$ cat src/rtl/delay_code_splitter_pkg.sv
package delay_code_splitter_pkg;
  localparam int COARSE_W = 4;
  localparam int FINE_W   = 6;
  localparam int FINE_MAX = (1 << FINE_W) - 1;

  typedef struct packed {
    logic load;
  } ctrlStrobes_t;
endpackage

$ cat src/rtl/delay_code_splitter_ctrl.sv
module delay_code_splitter_ctrl
  import delay_code_splitter_pkg::*;
(
  input  logic         clk,
  input  logic         rst_n,
  input  logic         wrEn,
  output ctrlStrobes_t strobes,
  output logic         validOut
);
  logic validQ;

  always_comb strobes.load = wrEn;

  always_ff @(posedge clk) begin
    if (!rst_n) validQ <= 1'b0;
    else        validQ <= wrEn;
  end

  assign validOut = validQ;

  // valid follows a strobe, and only a strobe
  a_r8_valid_after_strobe: assert property (@(posedge clk) disable iff (!rst_n)
    wrEn |=> validOut);
  a_r8_no_valid_without_strobe: assert property (@(posedge clk) disable iff (!rst_n)
    !wrEn |=> !validOut);
endmodule

$ cat src/rtl/delay_code_splitter_calc.sv
module delay_code_splitter_calc
  import delay_code_splitter_pkg::*;
#(
  parameter int CNT_W    = 10,
  parameter int STEP     = 32,
  parameter int EARLY_TH = 4,
  parameter int LATE_TH  = 28
) (
  input  logic [CNT_W-1:0]    countIn,
  output logic [COARSE_W-1:0] coarse,
  output logic [FINE_W-1:0]   fine,
  output logic                dbEn,
  output logic                earlySel,
  output logic                rangeErr
);
  localparam logic [CNT_W-1:0] STEP_V  = CNT_W'(STEP);
  localparam logic [CNT_W-1:0] EARLY_V = CNT_W'(EARLY_TH);
  localparam logic [CNT_W-1:0] LATE_V  = CNT_W'(LATE_TH);
  localparam logic [CNT_W-1:0] FMAX_V  = CNT_W'(FINE_MAX);
  localparam bit   STEP_POW2 = (STEP & (STEP - 1)) == 0;
  localparam int   STEP_LOG  = $clog2(STEP);

  logic [CNT_W-1:0] quotient;
  logic [CNT_W-1:0] coarseWide;
  logic [CNT_W-1:0] residual;

  generate
    if (STEP_POW2) begin : g_shift
      assign quotient = countIn >> STEP_LOG;
    end else begin : g_divide
      assign quotient = countIn / STEP_V;
    end
  endgenerate

  always_comb begin
    coarse     = quotient[COARSE_W-1:0];
    coarseWide = CNT_W'(coarse);
    residual   = countIn - coarseWide * STEP_V;
    fine       = residual[FINE_W-1:0];
    earlySel   = residual < EARLY_V;
    dbEn       = (residual < EARLY_V) || (residual > LATE_V);
    rangeErr   = residual > FMAX_V;
  end
endmodule

$ cat src/rtl/delay_code_splitter_dp.sv
module delay_code_splitter_dp
  import delay_code_splitter_pkg::*;
#(
  parameter int CNT_W    = 10,
  parameter int STEP     = 32,
  parameter int EARLY_TH = 4,
  parameter int LATE_TH  = 28,
  parameter int RB_W     = 10
) (
  input  logic                clk,
  input  logic                rst_n,
  input  ctrlStrobes_t        strobes,
  input  logic                validIn,
  input  logic [CNT_W-1:0]    delayIn,
  output logic [COARSE_W-1:0] coarseOut,
  output logic [FINE_W-1:0]   fineOut,
  output logic                dbEnOut,
  output logic                earlySelOut,
  output logic                rangeErrOut,
  output logic [RB_W-1:0]     readbackOut
);
  logic [COARSE_W-1:0] coarseNxt;
  logic [FINE_W-1:0]   fineNxt;
  logic dbEnNxt, earlyNxt, errNxt;

  delay_code_splitter_calc #(
    .CNT_W(CNT_W), .STEP(STEP), .EARLY_TH(EARLY_TH), .LATE_TH(LATE_TH)
  ) calc_i (
    .countIn (delayIn),
    .coarse  (coarseNxt),
    .fine    (fineNxt),
    .dbEn    (dbEnNxt),
    .earlySel(earlyNxt),
    .rangeErr(errNxt)
  );

  always_ff @(posedge clk) begin
    if (!rst_n) begin
      coarseOut   <= '0;
      fineOut     <= '0;
      dbEnOut     <= 1'b0;
      earlySelOut <= 1'b0;
      rangeErrOut <= 1'b0;
    end else if (strobes.load) begin
      coarseOut   <= coarseNxt;
      fineOut     <= fineNxt;
      dbEnOut     <= dbEnNxt;
      earlySelOut <= earlyNxt;
      rangeErrOut <= errNxt;
    end
  end

  assign readbackOut = RB_W'(coarseOut) * RB_W'(STEP) + RB_W'(fineOut);

  // fields hold when no strobe is sampled
  a_r8_hold: assert property (@(posedge clk) disable iff (!rst_n)
    !strobes.load |=> ($stable(coarseOut) && $stable(fineOut) && $stable(dbEnOut)
                       && $stable(earlySelOut) && $stable(rangeErrOut)));
  // early-select implies deadband enable
  a_r5_early_in_db: assert property (@(posedge clk) disable iff (!rst_n)
    earlySelOut |-> dbEnOut);

  generate
    if (STEP <= FINE_MAX + 1) begin : g_bound
      // without a range error the fine code stays inside one step
      a_r6_fine_bound: assert property (@(posedge clk) disable iff (!rst_n)
        (validIn && !rangeErrOut) |-> (int'(fineOut) < STEP));
    end
  endgenerate
endmodule

$ cat src/rtl/delay_code_splitter.sv
module delay_code_splitter
  import delay_code_splitter_pkg::*;
#(
  parameter int CNT_W    = 10,
  parameter int STEP     = 32,
  parameter int EARLY_TH = 4,
  parameter int LATE_TH  = 28,
  localparam int RB_W    = $clog2((1 << COARSE_W) * STEP + (1 << FINE_W))
) (
  input  logic                clk,
  input  logic                rst_n,
  input  logic                wrEn,
  input  logic [CNT_W-1:0]    delayIn,
  output logic [COARSE_W-1:0] coarseOut,
  output logic [FINE_W-1:0]   fineOut,
  output logic                dbEnOut,
  output logic                earlySelOut,
  output logic                rangeErrOut,
  output logic                validOut,
  output logic [RB_W-1:0]     readbackOut
);
  ctrlStrobes_t strobes;

  delay_code_splitter_ctrl ctrl_i (
    .clk     (clk),
    .rst_n   (rst_n),
    .wrEn    (wrEn),
    .strobes (strobes),
    .validOut(validOut)
  );

  delay_code_splitter_dp #(
    .CNT_W(CNT_W), .STEP(STEP), .EARLY_TH(EARLY_TH), .LATE_TH(LATE_TH), .RB_W(RB_W)
  ) dp_i (
    .clk        (clk),
    .rst_n      (rst_n),
    .strobes    (strobes),
    .validIn    (validOut),
    .delayIn    (delayIn),
    .coarseOut  (coarseOut),
    .fineOut    (fineOut),
    .dbEnOut    (dbEnOut),
    .earlySelOut(earlySelOut),
    .rangeErrOut(rangeErrOut),
    .readbackOut(readbackOut)
  );
endmodule

$ cat config.mk
export PLATFORM = sky130hd
export DESIGN_NAME = delay_code_splitter
export DESIGN_NICKNAME = d
export VERILOG_FILES = /design/src/rtl/delay_code_splitter_pkg.sv /design/src/rtl/delay_code_splitter_ctrl.sv /design/src/rtl/delay_code_splitter_calc.sv /design/src/rtl/delay_code_splitter_dp.sv /design/src/rtl/delay_code_splitter.sv
export SDC_FILE = /design/constraint.sdc
export NUM_CORES = 1
export LEC_CHECK = 0
export ABC_AREA = 1
export BUFFER_PORTS_ARGS = -buffer_cell sky130_fd_sc_hd__buf_2
export CORE_MARGIN = 5
export CORE_UTILIZATION = 37
export CTS_BUF_LIST = sky130_fd_sc_hd__clkbuf_4 sky130_fd_sc_hd__clkbuf_8
export CTS_CLUSTER_DIAMETER = 100
export CTS_CLUSTER_SIZE = 12
export DETAILED_ROUTE_END_ITERATION = 7
export PLACE_DENSITY_LB_ADDON = 0.25
export SKIP_LAST_GASP = 1
export SLEW_MARGIN = 10
export SYNTH_ARGS = -nofsm -noshare
export SYNTH_HDL_FRONTEND = slang
export SYNTH_SLANG_ARGS = --single-unit
export TNS_END_PERCENT = 20
$ cat constraint.sdc
create_clock -name clk -period 0.8 [get_ports clk]
set_input_delay 0.16 -clock clk [delete_from_list [all_inputs] [get_ports clk]]
set_output_delay 0.16 -clock clk [all_outputs]
set_load 0.01 [all_outputs]
==> results by group <==
Status
  – Run status: finished, violations left
  – Failing checks: setup timing

Timing
  – Final Hold Vio Count: 0
  – Final Worst Setup Slack: -84.2 ps
  – Final Skew: 0 ps
  – Tmin final: 884 ps
  – Max Clock Freq: 1.13 GHz
  – Final setup violation count: 22
  – Fin. max-slew vios: 0
  – Final worst-path cycle share: 1.11
  – RSZ-0062 raised after global routing: true

Detailed routing
  – Final ANT Viol Nets: 0
  – Via count: 529
  – WL per Instance: 10.4 µm
  – DRC: 0
  – Vias per cell: 4.52
  – DRT Pass-1 Iters: 4
  – Iter 0 DRT Violations: 7
  – WL final: 1.22 mm

Floorplan
  – Core region area: 0.00135 mm²
  – Site Rows: 13
  – Effective utilization at floorplan: 0.402
  – Die Y: 48.3 µm
  – Die area: 0.00233 mm²
  – Die width: 48.3 µm
  – IO Count: 37

Critical path
  – Slowest Stage Delay on Critical Path: 340 ps
  – Crit path DAT: 720 ps
  – CP delay by family, top: flip-flops
  – Crit path to: fineOut[0]
  – Startpoint types: flip-flop
  – CP endpoint kind: output pin
  – Req. time, crit path: 640 ps
  – FF-to-FF path depth: 2
  – Crit path depth: 1
  – WS Path Type: reg -> out
  – Buf/Inv on CP: 1
  – Worst Setup SP: dp_i.fineOut[0]
  – Worst R2R Setup Slack: 140 ps
  – Reg-to-Reg Start: dp_i.dbEnOut
  – CP cell instances: buf_2
  – Worst-path maximum fanout: 3
  – R2R Path End: dp_i.dbEnOut
  – Slowest-stage cell, CP: dfxtp_2

CTS
  – H-Tree Level Count: 1
  – Clock buffer depth: 2
  – CTS sink cnt: 13
  – TritonCTS buffer count: 3
  – Post-CTS setup buffer count: 0
  – Count of cells resized by post-cts repair: 12
  – Hold-fix buffers, CTS: 0
  – Worst skew pair latency: 260 ps
  – CTS tree: yes
  – Worst-path clk slew: 80 ps
  – Root Buffer: clkbuf_4

Logic synthesis
  – Syn_area_per_cell: 7.54 µm²
  – Synth unique cells: 15
  – Seq/Total Area, Yosys: 0.479
  – Syn Std Cell Area: 543 µm²
  – Post-Syn Instances: 72
  – Synth Register Bits: 13
  – Synth warn: 0

Power and ir drop
  – Comb power frac: 0.178
  – Leak Pwr: 0.400 nW
  – Switching Share: 0.256
  – Clock power share: 0.304
  – Internal: 0.00104 W
  – Max IR drop VDD: 0.866 mV
  – Total power: 0.00139 W
  – Sequential Power Share: 0.518
  – PD cells: 1930 mW/mm²
  – Net Switching: 0.000357 W

Global routing
  – Largest net degree at the start of global routing: 14
  – Global Route Usage Sum: 0.111
  – Initial antenna violation count: 0
  – First-pass GRT wire length: 2.15 mm
  – Vias in the first global route: 501
  – GRT Residual Overflow: 0

Layout
  – Nets@finish: 116
  – N_diodes: 0
  – Synthesis-to-layout area growth: 33.2%
  – Number of fill cells: 137
  – Design Area, Final: 723 µm²
  – Layout cells sized above 1: 0.549

Place
  – Final GP Congestion: 0.771
  – Post-DP HPWL: 998 µm
  – # port buffers: 34
  – Post-place instance area: 678 µm²

Run
  – Max cap viols: 0

Min path
  – Min-Delay Path Class: in -> reg
-- cell families (layout without fill, tap and decap cells) --
kind of cell | Yosys count | count (layout) | share of synthesized area
AO/OA/AOI/OAI | 12 | 12 | 0.111
other | 1 | 2 | 0.00691
buffers and inverters | 15 | 44 | 0.175
AND/OR/NAND/NOR | 31 | 31 | 0.228
flip-flops | 13 | 13 | 0.479
-- area by class of cell --
| class | count | area (µm²) | share of cell area |
|---|---|---|---|
| flip-flops and latches | 13 | 275 | 0.381 |
| well taps | 15 | 18.8 | 0.0260 |
| inverters | 2 | 7.51 | 0.0104 |
| clock buffers | 4 | 30.0 | 0.0415 |
| multi-input cells | 45 | 191 | 0.265 |
| repair buffers | 38 | 200 | 0.277 |
-- worst min-delay path by stage --
stage	end	depth (start not counted)	slack, ps	from
after floorplan	dp_i.coarseOut[0]	2	290	delayIn[5]
after global placement	dp_i.coarseOut[0]	3	400	delayIn[5]
after detailed placement	dp_i.coarseOut[3]	3	390	delayIn[8]
after CTS	dp_i.coarseOut[1]	3	110	delayIn[6]
after global routing	dp_i.coarseOut[0]	3	110	delayIn[5]
final	dp_i.coarseOut[2]	3	120	delayIn[7]
-- power groups by stage --
stage                     Combinational (W)  Sequential [W]  Clock, W
final                              0.000248        0.000722  0.000423
after global routing               0.000276        0.000731  0.000480
after CTS                          0.000252        0.000723  0.000442
after detailed placement           0.000251        0.000730         0
after global placement             0.000250        0.000728         0
after floorplan                    0.000136        0.000751         0
-- sequential cells by signal (all words and copies together) (netlist names) --
name              count
dp_i.earlySelOut      1
dp_i.fineOut          5
dp_i.dbEnOut          1
dp_i.rangeErrOut      1
dp_i.coarseOut        4
ctrl_i.validOut       1
-- cell usage in the layout, fill, tap and decap left out, drive strengths merged --
cell    Yosys  final
buf        12     38
dfxtp      13     13
o21ai      11     11
nand3       1      1
clkbuf      1      4
nand2       3      3
nor2       26     26
conb        1      2
inv         2      2
nor3b       1      1
a21oi       1      1
-- synth_stat cells --
cell type | instances | share of area
conb_1 | 1 | 0.0069
dfxtp_1 | 13 | 0.48
a21oi_1 | 1 | 0.0092
buf_2 | 1 | 0.0092
inv_2 | 1 | 0.0069
inv_1 | 1 | 0.0069
nor2_1 | 25 | 0.17
nor3b_1 | 1 | 0.014
nor2_2 | 1 | 0.012
buf_1 | 1 | 0.0069
buf_4 | 10 | 0.14
nand2_1 | 3 | 0.021
o21ai_0 | 11 | 0.10
clkbuf_1 | 1 | 0.0069
nand3_1 | 1 | 0.0092
-- metrics by stage --
stage               setup WS (ps)  utilization  hold WS, ps  TNS [ps]  std cells
global route                 -138        0.536          105     -2720        117
detailed placement           9.53        0.502          391         0        113
finish                      -84.2        0.536          117     -1690        117
global placement             56.2        0.502          400         0        113
floorplan                     121            -          295         0         73
CTS                         -97.5        0.536          108     -1990        117
-- worst min-delay path: stages --
cell and delay, ps:
buf_2 80, nor2_1 30, nor2_1 80
-- routing by layer --
| metal | up-vias | global-route usage | part of all wire |
|---|---|---|---|
| met5 | - | 0 | 0 |
| met4 | 0 | 0.0553 | 0 |
| met3 | 0 | 0.0398 | 0.12 |
| met2 | 26 | 0.157 | 0.42 |
| met1 | 228 | 0.145 | 0.45 |
| li1 | 275 | - | - |
(Power assumes the default switching activity.)
